<file path="config.mk">
export PLATFORM = sky130hd
export DESIGN_NAME = page_fw
export DESIGN_NICKNAME = d
export VERILOG_FILES = /design/src/rtl/fw_pkg.sv /design/src/rtl/fw_regfile.sv /design/src/rtl/fw_perm_check.sv /design/src/rtl/fw_err_capture.sv /design/src/rtl/page_fw.sv
export SDC_FILE = /design/constraint.sdc
export NUM_CORES = 2
export LEC_CHECK = 0
export ABC_CLOCK_PERIOD_IN_PS = 3700
export BUFFER_PORTS_ARGS = -buffer_cell sky130_fd_sc_hd__buf_4
export CORE_ASPECT_RATIO = 1.5
export CORE_MARGIN = 3
export CORE_UTILIZATION = 55
export CTS_CLUSTER_DIAMETER = 50
export DETAILED_ROUTE_END_ITERATION = 10
export PLACE_DENSITY = 0.74
export SLEW_MARGIN = 25
export SYNTH_ARGS = -nofsm -noshare
export SYNTH_HDL_FRONTEND = slang
export SYNTH_SLANG_ARGS = --single-unit
</file>
<file path="constraint.sdc">
create_clock -name clk -period 3.7 [get_ports clk]
set_input_delay 0.185 -clock clk [delete_from_list [all_inputs] [get_ports clk]]
set_output_delay 0.185 -clock clk [all_outputs]
set_load 0.005 [all_outputs]
</file>
<file path="src/rtl/fw_pkg.sv">
package fw_pkg;
    localparam int CID_N = 7;
    localparam int CID_W = 3;
    localparam int PAGE_LSB = 12;

    typedef enum logic {CAP_IDLE, CAP_HELD} cap_state_t;

    // fault attribute word layout
    typedef struct packed {
        logic [24:0] zero;
        logic [2:0]  cid;
        logic        pad;
        logic        priv;
        logic        sec;
        logic        wr;
    } fault_attr_t;

    localparam logic [3:0] GRP_GLOBAL = 4'h0;
    localparam logic [3:0] GRP_SEC    = 4'h1;
    localparam logic [3:0] GRP_PRIV   = 4'h2;
    localparam logic [3:0] GRP_CIDMAP = 4'h8;
    localparam logic [3:0] GRP_CIDCFG = 4'hA;

    localparam logic [7:0] OFS_CTRL  = 8'h00;
    localparam logic [7:0] OFS_STAT  = 8'h08;
    localparam logic [7:0] OFS_CLR   = 8'h0C;
    localparam logic [7:0] OFS_ATTR  = 8'h20;
    localparam logic [7:0] OFS_FADDR = 8'h24;

    localparam logic [2:0] MAP_PRIV = 3'd0;
    localparam logic [2:0] MAP_RD   = 3'd2;
    localparam logic [2:0] MAP_WR   = 3'd4;
endpackage

</file>
<file path="src/rtl/fw_regfile.sv">
module fw_regfile
    import fw_pkg::*;
#(
    parameter int NPAGES = 32,                 // at most 32
    localparam int PG_W = (NPAGES > 1) ? $clog2(NPAGES) : 1
) (
    input  logic                          clk,
    input  logic                          rst_n,
    input  logic                          cfg_we,
    input  logic                          cfg_re,
    input  logic                          cfg_sec,
    input  logic [11:0]                   cfg_addr,
    input  logic [31:0]                   cfg_wdata,
    output logic [31:0]                   cfg_rdata,
    output logic                          cfg_fault,
    output logic                          clr_cfg,
    output logic                          clr_ia,
    input  logic [1:0]                    flags,
    input  logic [31:0]                   fault_attr,
    input  logic [31:0]                   fault_addr,
    output logic                          srwiad,
    output logic [NPAGES-1:0]             pg_sec,
    output logic [NPAGES-1:0]             pg_priv,
    output logic [NPAGES-1:0]             pg_cfen,
    output logic [CID_N-1:0][NPAGES-1:0]  map_rd,
    output logic [CID_N-1:0][NPAGES-1:0]  map_wr,
    output logic [CID_N-1:0][NPAGES-1:0]  map_pv
);
    logic                   wr_ok;
    logic                   rd_ok;
    logic [3:0]             grp;
    logic [7:0]             ofs;
    logic [5:0]             slot;
    logic                   slot_ok;
    logic [PG_W-1:0]        pidx;
    logic [2:0]             cid_sel;
    logic [2:0]             kind;
    logic                   cid_ok;
    logic                   aligned;

    logic [NPAGES-1:0]      dcen_q;
    logic [NPAGES-1:0][2:0] ddcid_q;

    assign wr_ok   = cfg_we & cfg_sec;
    assign rd_ok   = cfg_re & cfg_sec;
    assign grp     = cfg_addr[11:8];
    assign ofs     = cfg_addr[7:0];
    assign slot    = cfg_addr[7:2];
    assign aligned = (cfg_addr[1:0] == 2'b00);
    assign slot_ok = aligned && (int'(slot) < NPAGES);
    assign pidx    = slot[PG_W-1:0];
    assign cid_sel = cfg_addr[7:5];
    assign kind    = cfg_addr[4:2];
    assign cid_ok  = aligned && (int'(cid_sel) < CID_N);

    assign cfg_fault = (cfg_we | cfg_re) & ~cfg_sec;
    assign clr_cfg   = wr_ok && grp == GRP_GLOBAL && ofs == OFS_CLR && cfg_wdata[0];
    assign clr_ia    = wr_ok && grp == GRP_GLOBAL && ofs == OFS_CLR && cfg_wdata[1];

    always_ff @(posedge clk or negedge rst_n) begin
        if (!rst_n) begin
            srwiad  <= 1'b0;
            pg_sec  <= '0;
            pg_priv <= '0;
            pg_cfen <= '0;
            dcen_q  <= '0;
            ddcid_q <= '0;
            map_rd  <= '0;
            map_wr  <= '0;
            map_pv  <= '0;
        end else if (wr_ok) begin
            case (grp)
                GRP_GLOBAL: if (ofs == OFS_CTRL) srwiad <= cfg_wdata[31];
                GRP_SEC:    if (slot_ok) pg_sec[pidx]  <= cfg_wdata[0];
                GRP_PRIV:   if (slot_ok) pg_priv[pidx] <= cfg_wdata[0];
                GRP_CIDMAP: if (cid_ok) begin
                    case (kind)
                        MAP_PRIV: map_pv[cid_sel] <= cfg_wdata[NPAGES-1:0];
                        MAP_RD:   map_rd[cid_sel] <= cfg_wdata[NPAGES-1:0];
                        MAP_WR:   map_wr[cid_sel] <= cfg_wdata[NPAGES-1:0];
                        default: ;
                    endcase
                end
                GRP_CIDCFG: if (slot_ok) begin
                    pg_cfen[pidx] <= cfg_wdata[0];
                    dcen_q[pidx]  <= cfg_wdata[2];
                    ddcid_q[pidx] <= cfg_wdata[6:4];
                end
                default: ;
            endcase
        end
    end

    always_comb begin
        cfg_rdata = '0;
        if (rd_ok) begin
            case (grp)
                GRP_GLOBAL: begin
                    case (ofs)
                        OFS_CTRL:  cfg_rdata[31]  = srwiad;
                        OFS_STAT:  cfg_rdata[1:0] = flags;
                        OFS_ATTR:  cfg_rdata      = fault_attr;
                        OFS_FADDR: cfg_rdata      = fault_addr;
                        default: ;
                    endcase
                end
                GRP_SEC:  if (slot_ok) cfg_rdata[7:0] = {8{pg_sec[pidx]}};
                GRP_PRIV: if (slot_ok) cfg_rdata[7:0] = {8{pg_priv[pidx]}};
                GRP_CIDMAP: if (cid_ok) begin
                    case (kind)
                        MAP_PRIV: cfg_rdata[NPAGES-1:0] = map_pv[cid_sel];
                        MAP_RD:   cfg_rdata[NPAGES-1:0] = map_rd[cid_sel];
                        MAP_WR:   cfg_rdata[NPAGES-1:0] = map_wr[cid_sel];
                        default: ;
                    endcase
                end
                GRP_CIDCFG: if (slot_ok)
                    cfg_rdata = {25'b0, ddcid_q[pidx], 1'b0, dcen_q[pidx], 1'b0, pg_cfen[pidx]};
                default: ;
            endcase
        end
    end

    logic unused_wdata;
    assign unused_wdata = ^cfg_wdata;
endmodule

</file>
<file path="src/rtl/fw_perm_check.sv">
module fw_perm_check
    import fw_pkg::*;
#(
    parameter int NPAGES = 32,
    localparam int PG_W = (NPAGES > 1) ? $clog2(NPAGES) : 1
) (
    input  logic [PG_W-1:0]               page,
    input  logic                          is_wr,
    input  logic [CID_W-1:0]              cid,
    input  logic                          sec,
    input  logic                          priv,
    input  logic                          srwiad,
    input  logic [NPAGES-1:0]             pg_sec,
    input  logic [NPAGES-1:0]             pg_priv,
    input  logic [NPAGES-1:0]             pg_cfen,
    input  logic [CID_N-1:0][NPAGES-1:0]  map_rd,
    input  logic [CID_N-1:0][NPAGES-1:0]  map_wr,
    input  logic [CID_N-1:0][NPAGES-1:0]  map_pv,
    output logic                          allow
);
    logic in_range;
    logic cid_ok;
    logic page_s;
    logic sec_ok;
    logic base_ok;
    logic cid_rw_ok;
    logic cid_pv_ok;

    // per-CID view of the addressed page, one bit per CID
    logic [CID_N-1:0] rd_bits;
    logic [CID_N-1:0] wr_bits;
    logic [CID_N-1:0] pv_bits;

    assign in_range = int'(page) < NPAGES;
    assign cid_ok   = int'(cid) < CID_N;
    assign page_s   = pg_sec[page];

    for (genvar c = 0; c < CID_N; c++) begin : g_cid
        assign rd_bits[c] = map_rd[c][page];
        assign wr_bits[c] = map_wr[c][page];
        assign pv_bits[c] = map_pv[c][page];
    end

    always_comb begin
        sec_ok    = (sec == page_s) || (sec && !page_s && srwiad);
        base_ok   = !pg_priv[page] || priv;
        cid_rw_ok = 1'b0;
        cid_pv_ok = 1'b0;
        if (cid_ok) begin
            cid_rw_ok = is_wr ? wr_bits[cid] : rd_bits[cid];
            cid_pv_ok = !pv_bits[cid] || priv;
        end
        if (!in_range)
            allow = 1'b0;
        else if (pg_cfen[page])
            allow = sec_ok && cid_rw_ok && cid_pv_ok;
        else
            allow = sec_ok && base_ok;
    end
endmodule

</file>
<file path="src/rtl/fw_err_capture.sv">
module fw_err_capture
    import fw_pkg::*;
#(
    parameter int ADDR_W = 17
) (
    input  logic              clk,
    input  logic              rst_n,
    input  logic              deny,
    input  logic [ADDR_W-1:0] addr,
    input  logic              is_wr,
    input  logic [CID_W-1:0]  cid,
    input  logic              sec,
    input  logic              priv,
    input  logic              cfg_fault,
    input  logic              clr_cfg,
    input  logic              clr_ia,
    output logic [1:0]        flags,
    output logic [31:0]       fault_attr,
    output logic [31:0]       fault_addr,
    output logic              irq
);
    cap_state_t  state_q, state_d;
    logic        take;
    logic        cfg_flag_q;
    fault_attr_t attr_q;
    logic [ADDR_W-1:0] addr_q;

    always_comb begin
        state_d = state_q;
        take    = 1'b0;
        unique case (state_q)
            CAP_IDLE: if (deny) begin
                state_d = CAP_HELD;
                take    = 1'b1;
            end
            CAP_HELD: if (clr_ia) begin
                state_d = deny ? CAP_HELD : CAP_IDLE;
                take    = deny;
            end
        endcase
    end

    always_ff @(posedge clk or negedge rst_n) begin
        if (!rst_n) state_q <= CAP_IDLE;
        else        state_q <= state_d;
    end

    always_ff @(posedge clk or negedge rst_n) begin
        if (!rst_n) begin
            attr_q     <= '0;
            addr_q     <= '0;
            cfg_flag_q <= 1'b0;
        end else begin
            if (take) begin
                attr_q      <= '0;
                attr_q.cid  <= cid;
                attr_q.priv <= priv;
                attr_q.sec  <= sec;
                attr_q.wr   <= is_wr;
                addr_q      <= addr;
            end
            if (cfg_fault)    cfg_flag_q <= 1'b1;
            else if (clr_cfg) cfg_flag_q <= 1'b0;
        end
    end

    always_comb begin
        flags      = {state_q == CAP_HELD, cfg_flag_q};
        fault_attr = attr_q;
        fault_addr = {{(32-ADDR_W){1'b0}}, addr_q};
        irq        = |flags;
    end
endmodule

</file>
<file path="src/rtl/page_fw.sv">
module page_fw
    import fw_pkg::*;
#(
    parameter int NPAGES = 32,
    parameter int DATA_W = 32,
    localparam int PG_W = (NPAGES > 1) ? $clog2(NPAGES) : 1,
    localparam int ADDR_W = PG_W + PAGE_LSB
) (
    input  logic              clk,
    input  logic              rst_n,
    input  logic              cfg_we,
    input  logic              cfg_re,
    input  logic              cfg_sec,
    input  logic [11:0]       cfg_addr,
    input  logic [31:0]       cfg_wdata,
    output logic [31:0]       cfg_rdata,
    input  logic              acc_req,
    input  logic              acc_we,
    input  logic [ADDR_W-1:0] acc_addr,
    input  logic [DATA_W-1:0] acc_wdata,
    input  logic [CID_W-1:0]  acc_cid,
    input  logic              acc_sec,
    input  logic              acc_priv,
    output logic [DATA_W-1:0] acc_rdata,
    output logic              acc_err,
    output logic              mem_req,
    output logic              mem_we,
    output logic [ADDR_W-1:0] mem_addr,
    output logic [DATA_W-1:0] mem_wdata,
    input  logic [DATA_W-1:0] mem_rdata,
    output logic              irq
);
    logic                          srwiad;
    logic [NPAGES-1:0]             pg_sec, pg_priv, pg_cfen;
    logic [CID_N-1:0][NPAGES-1:0]  map_rd, map_wr, map_pv;
    logic                          cfg_fault, clr_cfg, clr_ia;
    logic [1:0]                    flags;
    logic [31:0]                   fault_attr, fault_addr;
    logic                          allow;
    logic                          deny;

    fw_regfile #(.NPAGES(NPAGES)) u_regs (
        .clk(clk), .rst_n(rst_n),
        .cfg_we(cfg_we), .cfg_re(cfg_re), .cfg_sec(cfg_sec),
        .cfg_addr(cfg_addr), .cfg_wdata(cfg_wdata), .cfg_rdata(cfg_rdata),
        .cfg_fault(cfg_fault), .clr_cfg(clr_cfg), .clr_ia(clr_ia),
        .flags(flags), .fault_attr(fault_attr), .fault_addr(fault_addr),
        .srwiad(srwiad), .pg_sec(pg_sec), .pg_priv(pg_priv), .pg_cfen(pg_cfen),
        .map_rd(map_rd), .map_wr(map_wr), .map_pv(map_pv)
    );

    fw_perm_check #(.NPAGES(NPAGES)) u_perm (
        .page(acc_addr[ADDR_W-1:PAGE_LSB]), .is_wr(acc_we), .cid(acc_cid),
        .sec(acc_sec), .priv(acc_priv), .srwiad(srwiad),
        .pg_sec(pg_sec), .pg_priv(pg_priv), .pg_cfen(pg_cfen),
        .map_rd(map_rd), .map_wr(map_wr), .map_pv(map_pv),
        .allow(allow)
    );

    assign deny = acc_req & ~allow;

    fw_err_capture #(.ADDR_W(ADDR_W)) u_cap (
        .clk(clk), .rst_n(rst_n), .deny(deny), .addr(acc_addr),
        .is_wr(acc_we), .cid(acc_cid), .sec(acc_sec), .priv(acc_priv),
        .cfg_fault(cfg_fault), .clr_cfg(clr_cfg), .clr_ia(clr_ia),
        .flags(flags), .fault_attr(fault_attr), .fault_addr(fault_addr),
        .irq(irq)
    );

    assign mem_req   = acc_req & allow;
    assign mem_we    = acc_we;
    assign mem_addr  = acc_addr;
    assign mem_wdata = acc_wdata;
    assign acc_rdata = allow ? mem_rdata : '0;
    assign acc_err   = deny;
endmodule

</file>
==> run summary <==
Number of flops mapped to enable cells by yosys: 0
Routed WL: 161,500 um
Crit end category: output pin
Sink Count: 922
CTS H-tree depth: 3
Dpl hpwl: 112,100 um
Area of the core: 89,360 um^2
Critical path class: reg -> out
Yosys top cell by area: dfrtp_1
Worst-skew pair later-pin latency: 0.71 ns
Layout cell share with drive strength beyond 1: 48.71%
Final hold vios: 0
Post-synth top cells: 922 x dfrtp_1, 903 x mux2_2, 356 x mux4_2, 228 x clkbuf_1, 179 x nand2_1
GPL Wtd Cong: 1.010
Mapped Cells: 3,588
CTS tree: yes
Layout area overhead: 13.56%
Net Count, Synth: 3,725
Hold path cells: 2
Die width: 251.5 um
Syn avg cell area: 13.86 um^2
Cells on worst reg2reg path: 9
Clk_skew: 0.02547 ns
CP most frequent cell: buf_4
Antenna-violating nets left: 0
WL/cell: 32.77 um
Drt drc: 0
Worst-path fanout max: 32
Max_slew headroom: 28.24%
Power, Total: 0.02222 W
Max-slew violations: 0
Critical path data required time: 3.51 ns
First-pass GRT wire length: 241,100 um
Slowest stage cell, crit path: mux4_2
Met2 WL: 79,560 um
Setup TNS: -3.045 ns
Worst setup slack after layout: -0.1158 ns
CP delay by family, top: compound AO/OA/AOI/OAI gates
M1 WL: 55,880 um
Most used flip-flop cell after synthesis: dfrtp_1
Worst Path Buf+Inv: 3
Cell row count: 134
Die height: 374.3 um
Synth unique cells: 61
TritonCTS buffer count: 95
Pwr dens: 393.3 nW/um^2
Max Clock Freq: 0.2621 GHz
Final Setup Violations: 34
Top sig layer: met4
Period utilization: 103.1%
Status: finished, violations left
Met3 routed WL: 12,010 um
Vias in the first global route: 36.15k
Synth warn: 0
Post-synth ARST share: 100.0%
Max VDD drop: 0.4226 mV
Layout Nets: 3,829
Worst min path class: in -> reg
WP data arrival: 3.63 ns
Critical path depth in cells: 11
Number of max-cap violations: 0
Boundary Pins: 254
Starting DRT DRC Count: 3,354
Initial antenna violation count: 4
RSZ-0062 raised after global routing: true
Startpoint class of the critical path: flip-flop
Flip-flop and latch count after synthesis: 922
Largest net degree at the start of global routing: 205
Worst-margin pin slew: 1.076 ns
Synth top area cells: dfrtp_1 46%, mux2_2 20%, mux4_2 16%, mux2i_1 2.7%, o211ai_1 2.7%
CP cell instances: mux4_2 -> and3_1 -> a31oi_2 -> a31oi_1 -> a2111oi_2 -> nand4_1 -> buf_4 -> a31oi_4 -> buf_12 -> and2_1 -> buf_4
DR vias: 34.24k
PortBufs: 189
Initial core utilization: 55.66%
Most common cell in the netlist: dfrtp_1
Area share of the largest cell type after synthesis: 46.39%
Total GRT Usage: 34.68%
Tmin final: 3.816 ns
Sequential share of the synthesized area: 46.39%
Failing checks: negative setup slack
Via/cell ratio: 6.946
CP peak stage delay: 0.51 ns
Die Area: 94,150 um^2
Leakage: 25.94 nW
Clock Path Buffers: 3
Reg clk slew, reported paths: 0.07 ns
Mapped cell area: 49,740 um^2
TritonRoute pass-1 iters: 5
Grt ovf: 0
Final core occ: 63.20%
CTS root buffer: clkbuf_16
where the power goes:
group          leakage [nW]  internal, W  switching (W)
sequential             12.8       0.0102      0.0000548
clock                  1.61      0.00594        0.00430
combinational          11.5     0.000633        0.00112
per-layer routing:
layer  track usage, %  up-vias
met4            25.19        0
met3            6.550      574
met2            57.46     1887
met1            40.41    17923
li1                 -    13853
met5                0        -
state kept, by name, indices dropped and copies added (netlist names):
| signal | count |
|---|---|
| u_cap.addr_q | 17 |
| u_cap.cfg_flag_q | 1 |
| u_cap.fault_attr | 6 |
| u_cap.state_q | 1 |
| u_regs.dcen_q | 32 |
| u_regs.ddcid_q | 96 |
| u_regs.map_pv | 224 |
| u_regs.map_rd | 224 |
| u_regs.map_wr | 224 |
| u_regs.pg_cfen | 32 |
| u_regs.pg_priv | 32 |
| u_regs.pg_sec | 32 |
| u_regs.srwiad | 1 |
stage by stage:
stage,worst slack (ns),hold slack [ns],instance area (um^2),instances
detailed placement,0.07406,0.3031,52630,4701
CTS,-0.1114,0.002256,56460,4925
global placement,0.04350,0.2992,52630,4701
global route,-0.1457,0.04498,56470,4926
floorplan,0.7110,-0.1106,49740,3588
finish,-0.1158,0.05988,56480,4929
cell families (layout without fill, tap and decap cells):
family | Yosys count | in the layout | synth area share (%)
AND/OR/NAND/NOR | 485 | 485 | 4.450
other | 0 | 4 | 0
buffers and inverters | 407 | 588 | 3.990
multiplexers | 1413 | 1413 | 39.90
AO/OA/AOI/OAI | 361 | 361 | 5.275
flip-flops | 922 | 922 | 46.39
what timing repair did:
| action | 4_1_cts | 5_1_grt |
|---|---|---|
| buffers inserted | 1 | 0 |
| setup endpoints to repair | 34 | 34 |
| hold endpoints to repair | 633 | 0 |
| pin swaps | 1 | 1 |
| resized for setup | 3 | 4 |
| hold buffers | 49 | 0 |
layout make-up:
type | instances | area [um^2]
clock inverters | 45 | 613.1
fillers | 6666 | 32880
diodes | 4 | 10.01
inverters | 5 | 18.77
multi-input cells | 2259 | 24830
flip-flops and latches | 922 | 23070
well taps | 1156 | 1446
clock buffers | 129 | 2706
repair buffers | 409 | 3785
layout by cell type (no fill, tap or decap), types with 38 or more instances in the layout:
| master | n |
|---|---|
| a31oi_1 | 38 |
| dfrtp_1 | 922 |
| mux4_2 | 357 |
| dlygate4sd3_1 | 49 |
| mux2_2 | 903 |
| nand3_1 | 42 |
| mux2i_1 | 133 |
| nand2_1 | 176 |
| clkbuf_16 | 96 |
| nor2_1 | 109 |
| buf_4 | 310 |
| buf_12 | 44 |
| o211ai_1 | 177 |
path summary, 6_finish.rpt:
kind / startpoint / to / slack [ns]
setup / recovery: u_regs.map_pv[149] / acc_rdata[9] / -0.12
hold / removal: cfg_wdata[1] / u_regs.map_rd[193] / 0.06
setup reg to reg: u_regs.map_pv[92] / u_cap.addr_q[6] / 0.45
hold reg to reg: u_regs.dcen_q[30] / u_regs.dcen_q[30] / 0.50
max in group asynchronous: rst_n / u_regs.ddcid_q[29] / 2.41
min in group asynchronous: rst_n / u_regs.dcen_q[17] / 0.11
worst register-to-register path, stage by stage, from the launching register on:
cell	delay, ns
dfrtp_1	0.41
mux4_2	0.51
mux4_2	0.56
nor2b_1	0.16
a211oi_1	0.36
o2111ai_2	0.20
buf_4	0.19
a22o_4	0.24
buf_12	0.16
mux2_4	0.33
Power figures use the tool's default switching activity.
